--- src/rtl/ckn_pkg.sv ---
package ckn_pkg;
  function automatic logic is_single(input logic [31:0] v);
    return (v != 32'd0) && ((v & (v - 32'd1)) == 32'd0);
  endfunction
endpackage

--- src/rtl/ckn_min_track.sv ---
module ckn_min_track #(
  parameter int DEG   = 4,
  parameter int MAG_W = 3
) (
  input  logic             clk,
  input  logic             rst,
  input  logic             start,
  input  logic             step,
  input  logic [DEG-1:0]   bits,
  output logic [DEG-1:0]   cand_nx,
  output logic [MAG_W-1:0] min_now
);
  logic [DEG-1:0]   cand_q;
  logic [MAG_W-1:0] min_q;
  logic             min_bit;

  // a surviving candidate showing 0 pulls the minimum bit down
  assign min_bit = ~|(cand_q & ~bits);
  assign cand_nx = min_bit ? cand_q : (cand_q & ~bits);
  assign min_now = {min_q[MAG_W-2:0], min_bit};

  always_ff @(posedge clk) begin
    if (rst) begin
      cand_q <= '0;
      min_q  <= '0;
    end else if (start) begin
      cand_q <= '1;
      min_q  <= '0;
    end else if (step) begin
      cand_q <= cand_nx;
      min_q  <= min_now;
    end
  end
endmodule

--- src/rtl/ckn_sign_par.sv ---
module ckn_sign_par #(
  parameter int DEG = 4
) (
  input  logic           clk,
  input  logic           rst,
  input  logic           cap,
  input  logic [DEG-1:0] din,
  output logic [DEG-1:0] sgn_ext,
  output logic           par
);
  logic [DEG-1:0] sgn_q;

  always_ff @(posedge clk) begin
    if (rst) sgn_q <= '0;
    else if (cap) sgn_q <= din;
  end

  assign par = ^sgn_q;

  for (genvar i = 0; i < DEG; i++) begin : g_ext
    assign sgn_ext[i] = par ^ sgn_q[i];
  end
endmodule

--- src/rtl/ckn_ser.sv ---
module ckn_ser #(
  parameter int MSG_W = 4
) (
  input  logic             clk,
  input  logic             rst,
  input  logic             ld,
  input  logic             shift,
  input  logic [MSG_W-1:0] word,
  output logic             bit_o
);
  logic [MSG_W-1:0] sh_q;

  always_ff @(posedge clk) begin
    if (rst) sh_q <= '0;
    else if (ld) sh_q <= word;
    else if (shift) sh_q <= {sh_q[MSG_W-2:0], 1'b0};
  end

  assign bit_o = sh_q[MSG_W-1];
endmodule

--- src/rtl/minsum_chk_node.sv ---
module minsum_chk_node #(
  parameter int DEG   = 4,
  parameter int MSG_W = 4
) (
  input  logic           clk,
  input  logic           rst,
  input  logic           en,
  input  logic           sof,
  input  logic [DEG-1:0] din,
  output logic [DEG-1:0] dout,
  output logic           par_out
);
  import ckn_pkg::*;

  localparam int MAG_W = MSG_W - 1;
  localparam int CNT_W = $clog2(MSG_W);
  localparam logic [CNT_W-1:0] LAST = CNT_W'(MSG_W - 1);
  localparam logic [MAG_W-1:0] MAG_MAX = '1;

  logic [CNT_W-1:0] ctr_q;
  logic             start, mstep, ld, uniq;
  logic [DEG-1:0]   cand_nx, sgn_ext;
  logic [MAG_W-1:0] min_now, min_inc;
  logic             par;
  logic             par_q;

  assign start = en & sof;
  assign mstep = en & ~sof & (ctr_q != '0);
  assign ld    = mstep & (ctr_q == LAST);

  always_ff @(posedge clk) begin
    if (rst) ctr_q <= '0;
    else if (start) ctr_q <= CNT_W'(1);
    else if (mstep) ctr_q <= (ctr_q == LAST) ? '0 : ctr_q + CNT_W'(1);
  end

  ckn_min_track #(.DEG(DEG), .MAG_W(MAG_W)) u_min (
    .clk(clk), .rst(rst), .start(start), .step(mstep),
    .bits(din), .cand_nx(cand_nx), .min_now(min_now)
  );

  ckn_sign_par #(.DEG(DEG)) u_sgn (
    .clk(clk), .rst(rst), .cap(start), .din(din),
    .sgn_ext(sgn_ext), .par(par)
  );

  assign uniq    = is_single(32'(cand_nx));
  assign min_inc = (min_now == MAG_MAX) ? MAG_MAX : min_now + MAG_W'(1);

  for (genvar i = 0; i < DEG; i++) begin : g_edge
    logic [MAG_W-1:0] mag_i;
    assign mag_i = (uniq && cand_nx[i]) ? min_inc : min_now;
    ckn_ser #(.MSG_W(MSG_W)) u_ser (
      .clk(clk), .rst(rst), .ld(ld), .shift(en & ~ld),
      .word({sgn_ext[i], mag_i}), .bit_o(dout[i])
    );
  end

  always_ff @(posedge clk) begin
    if (rst) par_q <= 1'b0;
    else if (ld) par_q <= par;
  end

  assign par_out = par_q;
endmodule

--- config.mk ---
export PLATFORM = sky130hd
export DESIGN_NAME = minsum_chk_node
export DESIGN_NICKNAME = d
export VERILOG_FILES = /design/src/rtl/ckn_pkg.sv /design/src/rtl/ckn_min_track.sv /design/src/rtl/ckn_sign_par.sv /design/src/rtl/ckn_ser.sv /design/src/rtl/minsum_chk_node.sv
export SDC_FILE = /design/constraint.sdc
export NUM_CORES = 1
export LEC_CHECK = 0
export CORE_MARGIN = 1
export CORE_UTILIZATION = 25
export DETAILED_ROUTE_END_ITERATION = 7
export DONT_BUFFER_PORTS = 1
export REMOVE_ABC_BUFFERS = 1
export SLEW_MARGIN = 25
export SYNTH_ARGS = -nofsm -noshare
export SYNTH_HDL_FRONTEND = slang
export SYNTH_SLANG_ARGS = --single-unit
--- constraint.sdc ---
create_clock -name clk -period 5.8 [get_ports clk]
set_input_delay 0.29 -clock clk [delete_from_list [all_inputs] [get_ports clk]]
set_output_delay 0.29 -clock clk [all_outputs]
set_load 0.02 [all_outputs]
### Yosys cells after proc, flatten, opt, wreduce, memory -nomap -nowiden

Cells that the tools add are included.

| storage, ports and cells | value |
|---|---|
| register bits | 29 |
| bits of input ports | 8 |
| output and inout port bits | 5 |
| word-level logic and storage cells | 62 |

| cells by class | value |
|---|---|
| add/sub/neg operators | 3 |
| equal/unequal tests | 2 |
| muxes and demuxes | 19 |
| bitwise logic cells | 14 |
| reductions and logical operators | 14 |

Operators by type and width:

| operator | count |
|---|---|
| two-way mux 4 bit | 11 |
| bitwise AND 4 x 32 -> 32 bit | 1 |
| zero test 32 bit | 1 |
| two-way mux 3 bit | 5 |
| nonzero test 2 bit | 3 |
| bitwise AND 1 bit | 5 |
| logical AND 1 bit | 5 |
| subtractor 4 x 1 -> 5 bit (second input constant) | 1 |
| bitwise AND 4 bit | 1 |
| inverter 4 bit | 1 |
| nonzero test 4 bit | 1 |
| OR reduction 4 bit | 1 |
| parity 4 bit | 1 |
| bitwise XOR 1 bit | 4 |
| adder 3 x 1 -> 3 bit (second input constant) | 1 |
| equality test 3 bit (second input constant) | 1 |
| adder 2 x 1 -> 2 bit (second input constant) | 1 |
| equality test 2 bit (second input constant) | 1 |
| two-way mux 1 bit | 2 |
| two-way mux 2 bit | 1 |
| inverter 1 bit | 2 |
| OR reduction 2 bit | 1 |
| zero test 1 bit | 1 |

### Logic depth before layout (Yosys ltp)

Gate-level depths: netlist of the first run.

| depth | value |
|---|---|
| word-level depth | 11 |
| gate-level depth with buffers | 8 |

### By module

Synthesis of the first run repeated with hierarchy kept, for this count alone.

| unflattened totals | value |
|---|---|
| cell total of the unflattened synthesis | 167 |
| area, all modules | 1620.3 µm² |

Modules (own cells, without submodules):

| module | times used | cells an instance | area an instance (µm²) | sequential area each (µm²) |
|---|---|---|---|---|
| ckn_ser | 4 | 17 | 172.7 | 80.1 |
| minsum_chk_node | 1 | 47 | 402.9 | 60.1 |
| ckn_min_track | 1 | 32 | 310.3 | 120.1 |
| ckn_sign_par | 1 | 20 | 216.5 | 80.1 |

### Worst setup path after synthesis of the first run

OpenSTA, ideal clock, no wires.

| timing path | value |
|---|---|
| kind | reg-to-reg |
| start | register u_min.cand_q[2] |
| end | register g_edge[1].u_ser.sh_q[0] |
| library setup time | 63 ps |
| arrival | 1912 ps |
| required time | 5737 ps |
| path slack | 3825 ps |
| cell stages (with the launch flop) | 9 |
| path buffers | 1 |
| period minus slack after synthesis | 1975 ps |
| path through | dfxtp_1 -> nor2b_4 -> buf_12 -> nor4_4 -> ha_1 -> nand2_1 -> a211oi_1 -> nand4_1 -> nand3_1 |

| between the ends | value |
|---|---|
| elaborated cells on any way between the ends | 15 |

RTL lines:

| element | line | text |
|---|---|---|
| start, declared | ckn_min_track.sv:13 | `logic [DEG-1:0] cand_q;` |
| start signal, assigned | ckn_min_track.sv:30 | `cand_q <= cand_nx;` |
| bitwise AND 4 bit * | ckn_min_track.sv:18 | `assign min_bit = ~\|(cand_q & ~bits);` |
| OR reduction 4 bit * | ckn_min_track.sv:18 |  |
| zero test 1 bit * | ckn_min_track.sv:18 |  |
| via min_now[0] | minsum_chk_node.sv:23 | `logic [MAG_W-1:0] min_now, min_inc;` |
| adder 3 x 1 -> 3 bit or equality test 3 bit (tied branches) | minsum_chk_node.sv:48 | `assign min_inc = (min_now == MAG_MAX) ? MAG_MAX : min_now + MAG_W'(1);` |
| two-way mux 3 bit | minsum_chk_node.sv:48 |  |
| two-way mux 3 bit * | minsum_chk_node.sv:52 | `assign mag_i = (uniq && cand_nx[i]) ? min_inc : min_now;` |
| two-way mux 4 bit * | ckn_ser.sv:15 | `else if (ld) sh_q <= word;` |
| end signal, assigned | ckn_ser.sv:15 |  |
| end signal, assigned | ckn_ser.sv:16 | `else if (shift) sh_q <= {sh_q[MSG_W-2:0], 1'b0};` |
| end, declared | ckn_ser.sv:11 | `logic [MSG_W-1:0] sh_q;` |

Mark *: on every way through the listed nets, which the timed path passes. The rest lies on a longest branch.
A chain may end at the register's enable or synchronous reset.

### Worst setup path in the final report of the first run

| timing path | value |
|---|---|
| start | register ctr_q[0] |
| end | register g_edge[1].u_ser.sh_q[0] |

| between the ends | value |
|---|---|
| longest elaborated chain between the ends | 6 |
| elaborated cells on any way between the ends | 8 |

RTL lines:

| element | line | text |
|---|---|---|
| start, declared | minsum_chk_node.sv:20 | `logic [CNT_W-1:0] ctr_q;` |
| start signal, assigned | minsum_chk_node.sv:34 | `else if (mstep) ctr_q <= (ctr_q == LAST) ? '0 : ctr_q + CNT_W'(1);` |
| nonzero test 2 bit | minsum_chk_node.sv:28 | `assign mstep = en & ~sof & (ctr_q != '0);` |
| bitwise AND 1 bit | minsum_chk_node.sv:28 |  |
| bitwise AND 1 bit * | minsum_chk_node.sv:29 | `assign ld = mstep & (ctr_q == LAST);` |
| inverter 1 bit | minsum_chk_node.sv:54 | `.clk(clk), .rst(rst), .ld(ld), .shift(en & ~ld),` |
| bitwise AND 1 bit | minsum_chk_node.sv:54 |  |
| nonzero test 2 bit (no source line) | n/a |  |

Every way passes the cells marked *; elsewhere a longest branch is shown, timed or not.

==> qor.txt, run 1 <==
outcome: finished, final reports clean
Fin Clk Skew: 6.51 ps
Clk pin slew, worst setup/hold paths: 70 ps
largest net degree at the start of global routing: 39
Die Area: 7250 µm²
RePlAce Congestion: 0.804
relative max-transition margin: 47.8%
sw frac: 28.7%
Synth top cells by count: dfxtp_1, nor2_1, nand2_1
Cells after DPL: 274
Post-synth EDFFs: 0
row count: 29
Routed Antenna Nets: 0
IO Port Bufs: 0
synth top area cells: dfxtp_1, nor2_1, a211oi_1
final setup fails: 0
total gr overflow: 0
P&R area growth vs syn: 5.29%
Avg Inst Size Synth: 8.15 µm²
PwrDens: 249 nW/µm²
router iterations before antenna repair: 4
leading area contributor after synthesis: dfxtp_1
setup TNS: 0 ps
Synth Area in Adders: 2.17%
vias per cell: 5.18
Post-Synth Simple-Gate Area: 26.4%
die height: 85.1 µm
CP Capture Type: flop
Worst EP arrival: 2660 ps
Final HPWL DP: 2850 µm
number of post-CTS setup repair buffers: 0
post_cts resized: 0
routed wire length: 3960 µm
total core area: 6490 µm²
leakage power: 0.630 nW
#FFs+latches synth: 29
combinational power share: 15.6%
Synth Area in XOR/XNOR: 3.55%
P_sw: 130 µW
IO Pins: 13
Hold Violations, Final: 0
Crit Path Max Fanout: 17
largest family of logic cells by synthesized area: compound AO/OA/AOI/OAI gates
Fmax: 410 MHz
die width: 85.1 µm
number of hold buffers added after cts: 0
CTS sink cnt: 29
Clk Latency, worst-skew pair: 280 ps
clock network power share: 36.0%
TritonCTS Buffers: 5
root buffer cell: clkbuf_8
post-synthesis mux area share: 1.16%
GRT Total Usage: 11.5%
Hold Path Class: input pin to flop
layout cells sized above 1: 9.76%
first-pass GRT wire length: 6750 µm
CTS tree: done
Initial Util: 26.6%
initial antenna violation count: 0
cell count after synthesis: 212
wire per inst: 14.0 µm
Final Slew Violations: 0
Layout Cells excl Fill: 282
Synth cell types: 48
unrepaired setup endpoints after global routing: false
post-route clock period utilization: 42.0%
DRC: 0
Yosys warning total: 0
Slew @ Worst Pin: 779 ps
Worst Path Required: 6020 ps
Worst VDD drop: 158 µV
share of Yosys cell area claimed by the top area cell type: 33.6%
post-synthesis sequential area ratio: 33.6%
sequential share of power: 48.4%
Worst Hold Depth: 1
crit path time final: 2440 ps
Pint: 323 µW
crit path launch type: flop
H-tree levels: 2
Top FF cell, synth: dfxtp_1
Starting DRT DRC Count: 120
synthesized area: 1730 µm²
max cap viols: 0
Reg2Reg Depth: 6
Max clock buf depth: 2
ys async rst share: 0%
Via Count: 1460
Final Net Count: 215
Compound-Gate Fraction of Synth Area: 26.4%
n_diodes: 0
WS Path Type: flop to flop
vias in the first global route: 1405
[logic make-up (layout without fill, tap and decap cells)]
| logic type | after synthesis | count (layout) |
|---|---|---|
| adders and majority gates | 3 | 3 |
| buffers and inverters | 22 | 15 |
| AOI/OAI and AO/OA | 62 | 62 |
| DFF | 29 | 29 |
| xor gates and xnor gates | 7 | 7 |
| and+or+nand+nor | 87 | 87 |
| muxes | 2 | 2 |
[per-layer routing]
layer | global-route usage [%] | share of wire, % | vias to the layer above
met5 | 0 | 0 | -
met2 | 17.4 | 44 | 27
li1 | - | - | 758
met3 | 4.38 | 6.1 | 6
met4 | 2.93 | 0.86 | 0
met1 | 15.5 | 49 | 669
[layout make-up]
type                    instances  area [µm²]
clock buffers                   6        72.6
fillers                       701        4680
inverters                       6        22.5
multi-input cells             161        1030
repair buffers                  1        7.51
clock inverters                 2        10.0
flip-flops and latches         29         581
well taps                      77        96.3
[placed cells by master, fill, tap and decap left out, types with 2 or more instances in the layout]
master    instances
nor2_1           29
and2b_4           2
nand2b_1          2
o31ai_1           2
clkbuf_8          5
o32ai_1           2
dfxtp_1          29
clkinv_2          2
xor2_1            2
inv_1             6
nand3_1          13
a211oi_1         12
nand4_1           5
nand2_1          19
a211o_1           2
a21oi_1          15
o21ai_0           7
o21ai_1           6
a221oi_1          2
a22oi_1           3
ha_1              3
mux2i_1           2
nor3_1            6
and2_1            2
xnor2_1           5
[critical path, stage by stage (launching register included)]
cell	delay, ps
dfxtp_1	370
inv_1	60
ha_1	230
nand4bb_1	720
a211oi_1	730
nand4_1	150
nand3_1	110
[path summary, 6_finish.rpt]
| check | from | endpoint | slack (ps) |
|---|---|---|---|
| hold / removal | rst | u_sgn.sgn_q[2]$_SDFFE_PP0P_ | 70 |
| hold reg to reg | g_edge[3].u_ser.sh_q[0]$_SDFFE_PP0P_ | g_edge[3].u_ser.sh_q[0]$_SDFFE_PP0P_ | 450 |
| setup reg to reg | ctr_q[0]$_SDFFE_PP0P_ | g_edge[1].u_ser.sh_q[0]$_SDFFE_PP0P_ | 3360 |
| setup / recovery | ctr_q[0]$_SDFFE_PP0P_ | g_edge[1].u_ser.sh_q[0]$_SDFFE_PP0P_ | 3360 |
[registers in the layout, indices dropped and copies added (netlist names)]
signal,flops
ctr_q,2
g_edge.u_ser.sh_q,16
u_min.cand_q,4
u_sgn.sgn_q,4
par_out,1
u_min.min_q,2
[power by group through the flow]
stage | sequential (mW) | clock (mW) | combinational (mW)
after floorplan | 0.222 | 0 | 0.0589
after global placement | 0.224 | 0 | 0.0689
after detailed placement | 0.224 | 0 | 0.0700
after CTS | 0.220 | 0.166 | 0.0703
after global routing | 0.221 | 0.177 | 0.0776
final | 0.220 | 0.163 | 0.0706
[metrics by stage]
stage          hold WS [ps]  power (mW)  cell area, µm²  util [%]  setup slack (ps)
2_1_floorplan           359       0.280            1630         -              3790
3_3_place_gp            363       0.293            1740      26.7              3460
3_5_place_dp            364       0.294            1740      26.7              3420
4_1_cts                58.4       0.456            1820      28.0              3390
5_1_grt                50.3       0.475            1820      28.0              3110
6_report               66.1       0.453            1820      28.0              3360
No activity file was read; power rests on OpenSTA's default activity.
==> run 2, diff against run 1 <==
==> constraint.sdc (replaced) <==
create_clock -name clk -period 2.55 [get_ports clk]
set_input_delay 0.1275 -clock clk [delete_from_list [all_inputs] [get_ports clk]]
set_output_delay 0.1275 -clock clk [all_outputs]
set_load 0.02 [all_outputs]
==> qor.txt, run 2 (synthesized netlist as in run 1, its figures left out) <==
Starting DRT DRC Count: 117
Routed Antenna Nets: 0
R2R setup slack: 350 ps
Crit Path Max Fanout: 7
unrepaired setup endpoints after global routing: false
routed wire length: 4060 µm
IO Pins: 13
first-pass GRT wire length: 7010 µm
Via Count: 1489
Final HPWL DP: 2910 µm
Clk Latency, worst-skew pair: 280 ps
Layout Cells excl Fill: 288
row count: 29
wire per inst: 14.1 µm
RePlAce Congestion: 0.853
crit path launch type: flop
WS Path Type: flop to flop
Worst EP arrival: 2420 ps
Fin Clk Skew: 7.25 ps
IO Port Bufs: 0
Initial Util: 26.6%
die width: 85.1 µm
Worst VDD drop: 255 µV
final setup fails: 0
Worst Path Required: 2780 ps
leakage power: 0.653 nW
Max clock buf depth: 2
capture point of the critical path: g_edge[1].u_ser.sh_q[0]$_SDFFE_PP0P_
Fmax: 455 MHz
Final Core Density: 28.9%
Clk pin slew, worst setup/hold paths: 60 ps
CP Capture Type: flop
Critical R2R Capture: g_edge[1].u_ser.sh_q[0]$_SDFFE_PP0P_
crit path time final: 2200 ps
total core area: 6490 µm²
GRT Total Usage: 12.5%
Reg2Reg Depth: 7
H-tree levels: 2
Crit path largest cell delay: 460 ps
worst hold slack: 6.98 ps
Hold Path Class: input pin to flop
relative max-transition margin: 40.2%
max cap viols: 0
Largest register FFs: 16
initial antenna violation count: 0
vias per cell: 5.17
Final Slew Violations: 0
root buffer cell: clkbuf_8
Slowest cell on crit path: a211oi_1
P&R area growth vs syn: 8.62%
most frequent cells in the layout: nor2_1, dfxtp_1, nand2_1, a21oi_1, nand3_1
outcome: finished, final reports clean
Hold Violations, Final: 0
worst-path cell chain: and2b_4 -> nor4_4 -> ha_1 -> nand2_1 -> a211oi_1 -> nand4_1 -> nand3_1
largest net degree at the start of global routing: 36
setup TNS: 0 ps
number of fill cells: 706
Cells after DPL: 275
number of post-CTS setup repair buffers: 0
post-route clock period utilization: 86.1%
die height: 85.1 µm
TritonCTS Buffers: 5
largest register by flop count: g_edge.u_ser.sh_q
post_cts resized: 0
n_diodes: 0
layout cells sized above 1: 9.95%
router iterations before antenna repair: 4
Slew @ Worst Pin: 893 ps
total gr overflow: 0
Final Net Count: 221
RR Startpoint: u_min.cand_q[1]$_SDFFE_PP0P_
PwrDens: 554 nW/µm²
number of hold buffers added after cts: 5
CTS tree: done
vias in the first global route: 1427
CP Launch Point: u_min.cand_q[1]$_SDFFE_PP0P_
Die Area: 7250 µm²
CTS sink cnt: 29
Top Registers: g_edge.u_ser.sh_q: 16 flops, u_min.cand_q: 4 flops, u_sgn.sgn_q: 4 flops
DRC: 0
[run 2: area by class of cell]
cell class	count	area (µm²)	area share, %
Inverter	6	22.5	1.20
Tap cell	77	96.3	5.13
Timing Repair Buffer	7	65.1	3.47
Sequential cell	29	581	30.9
Clock inverter	2	10.0	0.533
Multi-Input combinational cell	161	1030	54.9
Clock buffer	6	72.6	3.87
[run 2: how the worst min path moves through the flow]
stage,from,endpoint,cells past startpoint
global placement,rst,ctr_q[0]$_SDFFE_PP0P_,1
floorplan,rst,ctr_q[0]$_SDFFE_PP0P_,1
detailed placement,rst,u_sgn.sgn_q[0]$_SDFFE_PP0P_,1
CTS,din[2],u_sgn.sgn_q[2]$_SDFFE_PP0P_,2
finish,sof,u_sgn.sgn_q[3]$_SDFFE_PP0P_,2
global route,en,ctr_q[0]$_SDFFE_PP0P_,2
[run 2: routing by layer]
metal	vias up	global-route usage (%)	routed length, µm
met5	-	0	0
met4	0	5.08	75
met3	8	5.16	237
met2	31	17.8	1730
met1	680	16.5	2020
li1	770	-	-
[run 2: worst max-delay path, delay by kind of cell, from the launching register on]
| kind | cells | cell delay [ps] |
|---|---|---|
| compound gates | 1 | 460 |
| fa+ha+maj | 1 | 340 |
| flops | 1 | 370 |
| simple gates | 5 | 990 |
[run 2: where the power goes]
part	switching, mW	leakage [nW]	internal, mW
combinational	0.0964	0.370	0.0777
clock	0.178	0.0450	0.189
sequential	0.0253	0.237	0.473
total	0.300	0.653	0.739
[run 2: through the flow]
stage	area [µm²]	worst slack, ps	total power [mW]
final	1880	354	1.04
after CTS	1880	361	1.05
after floorplan	1630	540	0.638
after global routing	1880	71.4	1.10
after detailed placement	1740	371	0.670
after global placement	1740	434	0.668
==> run 3, diff against run 2 <==
==> constraint.sdc (replaced) <==
create_clock -name clk -period 2.3 [get_ports clk]
set_input_delay 0.115 -clock clk [delete_from_list [all_inputs] [get_ports clk]]
set_output_delay 0.115 -clock clk [all_outputs]
set_load 0.02 [all_outputs]
==> qor.txt, run 3 (synthesized netlist as in run 1, its figures left out) <==
outcome: finished, final reports clean
Post-Place Worst Slack: 218 ps
Clk Latency, worst-skew pair: 280 ps
vias per cell: 5.18
unrepaired setup endpoints after global routing: false
cell area after layout: 1910 µm²
met2 Resource Use GR: 19.4%
RePlAce Congestion: 0.858
crit path launch type: flop
H-tree levels: 2
total core area: 6490 µm²
CP Capture Type: flop
GRT Total Usage: 12.3%
post-route clock period utilization: 91.8%
HP Start: sof
initial antenna violation count: 0
Fin Clk Skew: 2.66 ps
CTS sink cnt: 29
Worst VDD drop: 355 µV
critical path buffer and inverter count: 0
WS Path Type: flop to flop
row count: 29
max cap viols: 0
leakage power: 0.669 nW
DRC: 0
most frequent cells in the layout: nor2_1, dfxtp_1, nand2_1, a21oi_1, nand3_1
met3 Track Usage GR: 3.50%
Worst EP arrival: 2310 ps
Top Registers: g_edge.u_ser.sh_q: 16 flops, u_min.cand_q: 4 flops, u_sgn.sgn_q: 4 flops
layout cells sized above 1: 10.8%
routed wire length: 4220 µm
P&R area growth vs syn: 10.4%
final setup fails: 0
TritonCTS Buffers: 5
first-pass GRT wire length: 7050 µm
relative max-transition margin: 37.0%
Largest register FFs: 16
total gr overflow: 0
Starting DRT DRC Count: 71
worst-path cell chain: and2b_4 -> nor4_4 -> ha_2 -> a21oi_1 -> nor4_1 -> nand4_1 -> o211ai_1
Die Area: 7250 µm²
PwrDens: 619 nW/µm²
Max clock buf depth: 2
Final HPWL DP: 2890 µm
Clk pin slew, worst setup/hold paths: 60 ps
CP Launch Point: u_min.cand_q[3]$_SDFFE_PP0P_
die width: 85.1 µm
Worst Path Required: 2500 ps
Routed Antenna Nets: 0
die height: 85.1 µm
largest register by flop count: g_edge.u_ser.sh_q
Worst path top cell family by delay: simple AND/OR/NAND/NOR gates
number of post-CTS setup repair buffers: 0
Crit path largest cell delay: 390 ps
Crit Path Max Fanout: 7
Via Count: 1502
crit path time final: 2110 ps
Total Power: 1.18 mW
Hold Violations, Final: 0
Final Net Count: 224
dpl cell area: 1760 µm²
Slew @ Worst Pin: 942 ps
setup ws final: 188 ps
met1 usage: 16.4%
largest net degree at the start of global routing: 36
GR peak layer: met2
Hold Path Class: input pin to flop
CTS tree: done
Slowest cell on crit path: dfxtp_1
vias in the first global route: 1409
root buffer cell: clkbuf_8
RR Startpoint: u_min.cand_q[3]$_SDFFE_PP0P_
IO Pins: 13
setup TNS: 0 ps
Final Slew Violations: 0
IO Port Bufs: 0
Initial Util: 26.6%
Fmax: 473 MHz
n_diodes: 0
wire per inst: 14.5 µm
router iterations before antenna repair: 4
run 3: cell count changes in the layout (fill, tap and decap cells not counted):
cell           previous run  this run
clkinv_2                  2         0
clkbuf_8                  5         6
dlygate4sd3_1             5         6
buf_4                     2         4
ha_2                      0         1
ha_1                      3         2
run 3: where the power goes:
part / total, mW / leakage [nW] / internal, mW / switching [mW]
Clock: 0.428 / 0.0443 / 0.237 / 0.191
Combinational: 0.203 / 0.388 / 0.0906 / 0.112
Sequential: 0.550 / 0.237 / 0.524 / 0.0258
run 3: final cells by class:
cell class / instances / area (µm²)
Inverter: 6 / 22.5
Fill cell: 700 / 4590
Timing Repair Buffer: 10 / 90.1
Sequential cell: 29 / 581
Clock buffer: 7 / 86.3
Multi-Input combinational cell: 161 / 1030
Tap cell: 77 / 96.3
run 3: what timing repair did:
| action | in CTS | in global routing |
|---|---|---|
| hold buffers | 5 | 1 |
| hold endpoints to repair | 24 | 1 |
| endpoints found under the setup margin | 0 | 1 |
| resized for setup | 0 | 1 |
run 3: layer usage:
| metal | wire [µm] | part of all wire, % |
|---|---|---|
| met5 | 0 | 0 |
| met4 | 37 | 0.88 |
| met1 | 2070 | 49 |
| met2 | 1870 | 44 |
| met3 | 235 | 5.6 |
run 3: path summary, 6_finish.rpt:
path | to | slack (ps) | cells past startpoint
max | g_edge[1].u_ser.sh_q[1]$_SDFFE_PP0P_ | 190 | 7
min | u_sgn.sgn_q[0]$_SDFFE_PP0P_ | 7 | 2
min reg2reg | g_edge[1].u_ser.sh_q[0]$_SDFFE_PP0P_ | 470 | 2
max reg2reg | g_edge[1].u_ser.sh_q[1]$_SDFFE_PP0P_ | 190 | 7
run 3: stage by stage:
| step | utilization [%] | cells | hold WS [ps] |
|---|---|---|---|
| after CTS | 29.2 | 289 | 0.0416 |
| after detailed placement | 27.1 | 277 | 189 |
| after global routing | 29.4 | 290 | 1.13 |
| after floorplan | - | 196 | 184 |
| after global placement | 27.1 | 277 | 188 |
| final | 29.4 | 290 | 7.31 |
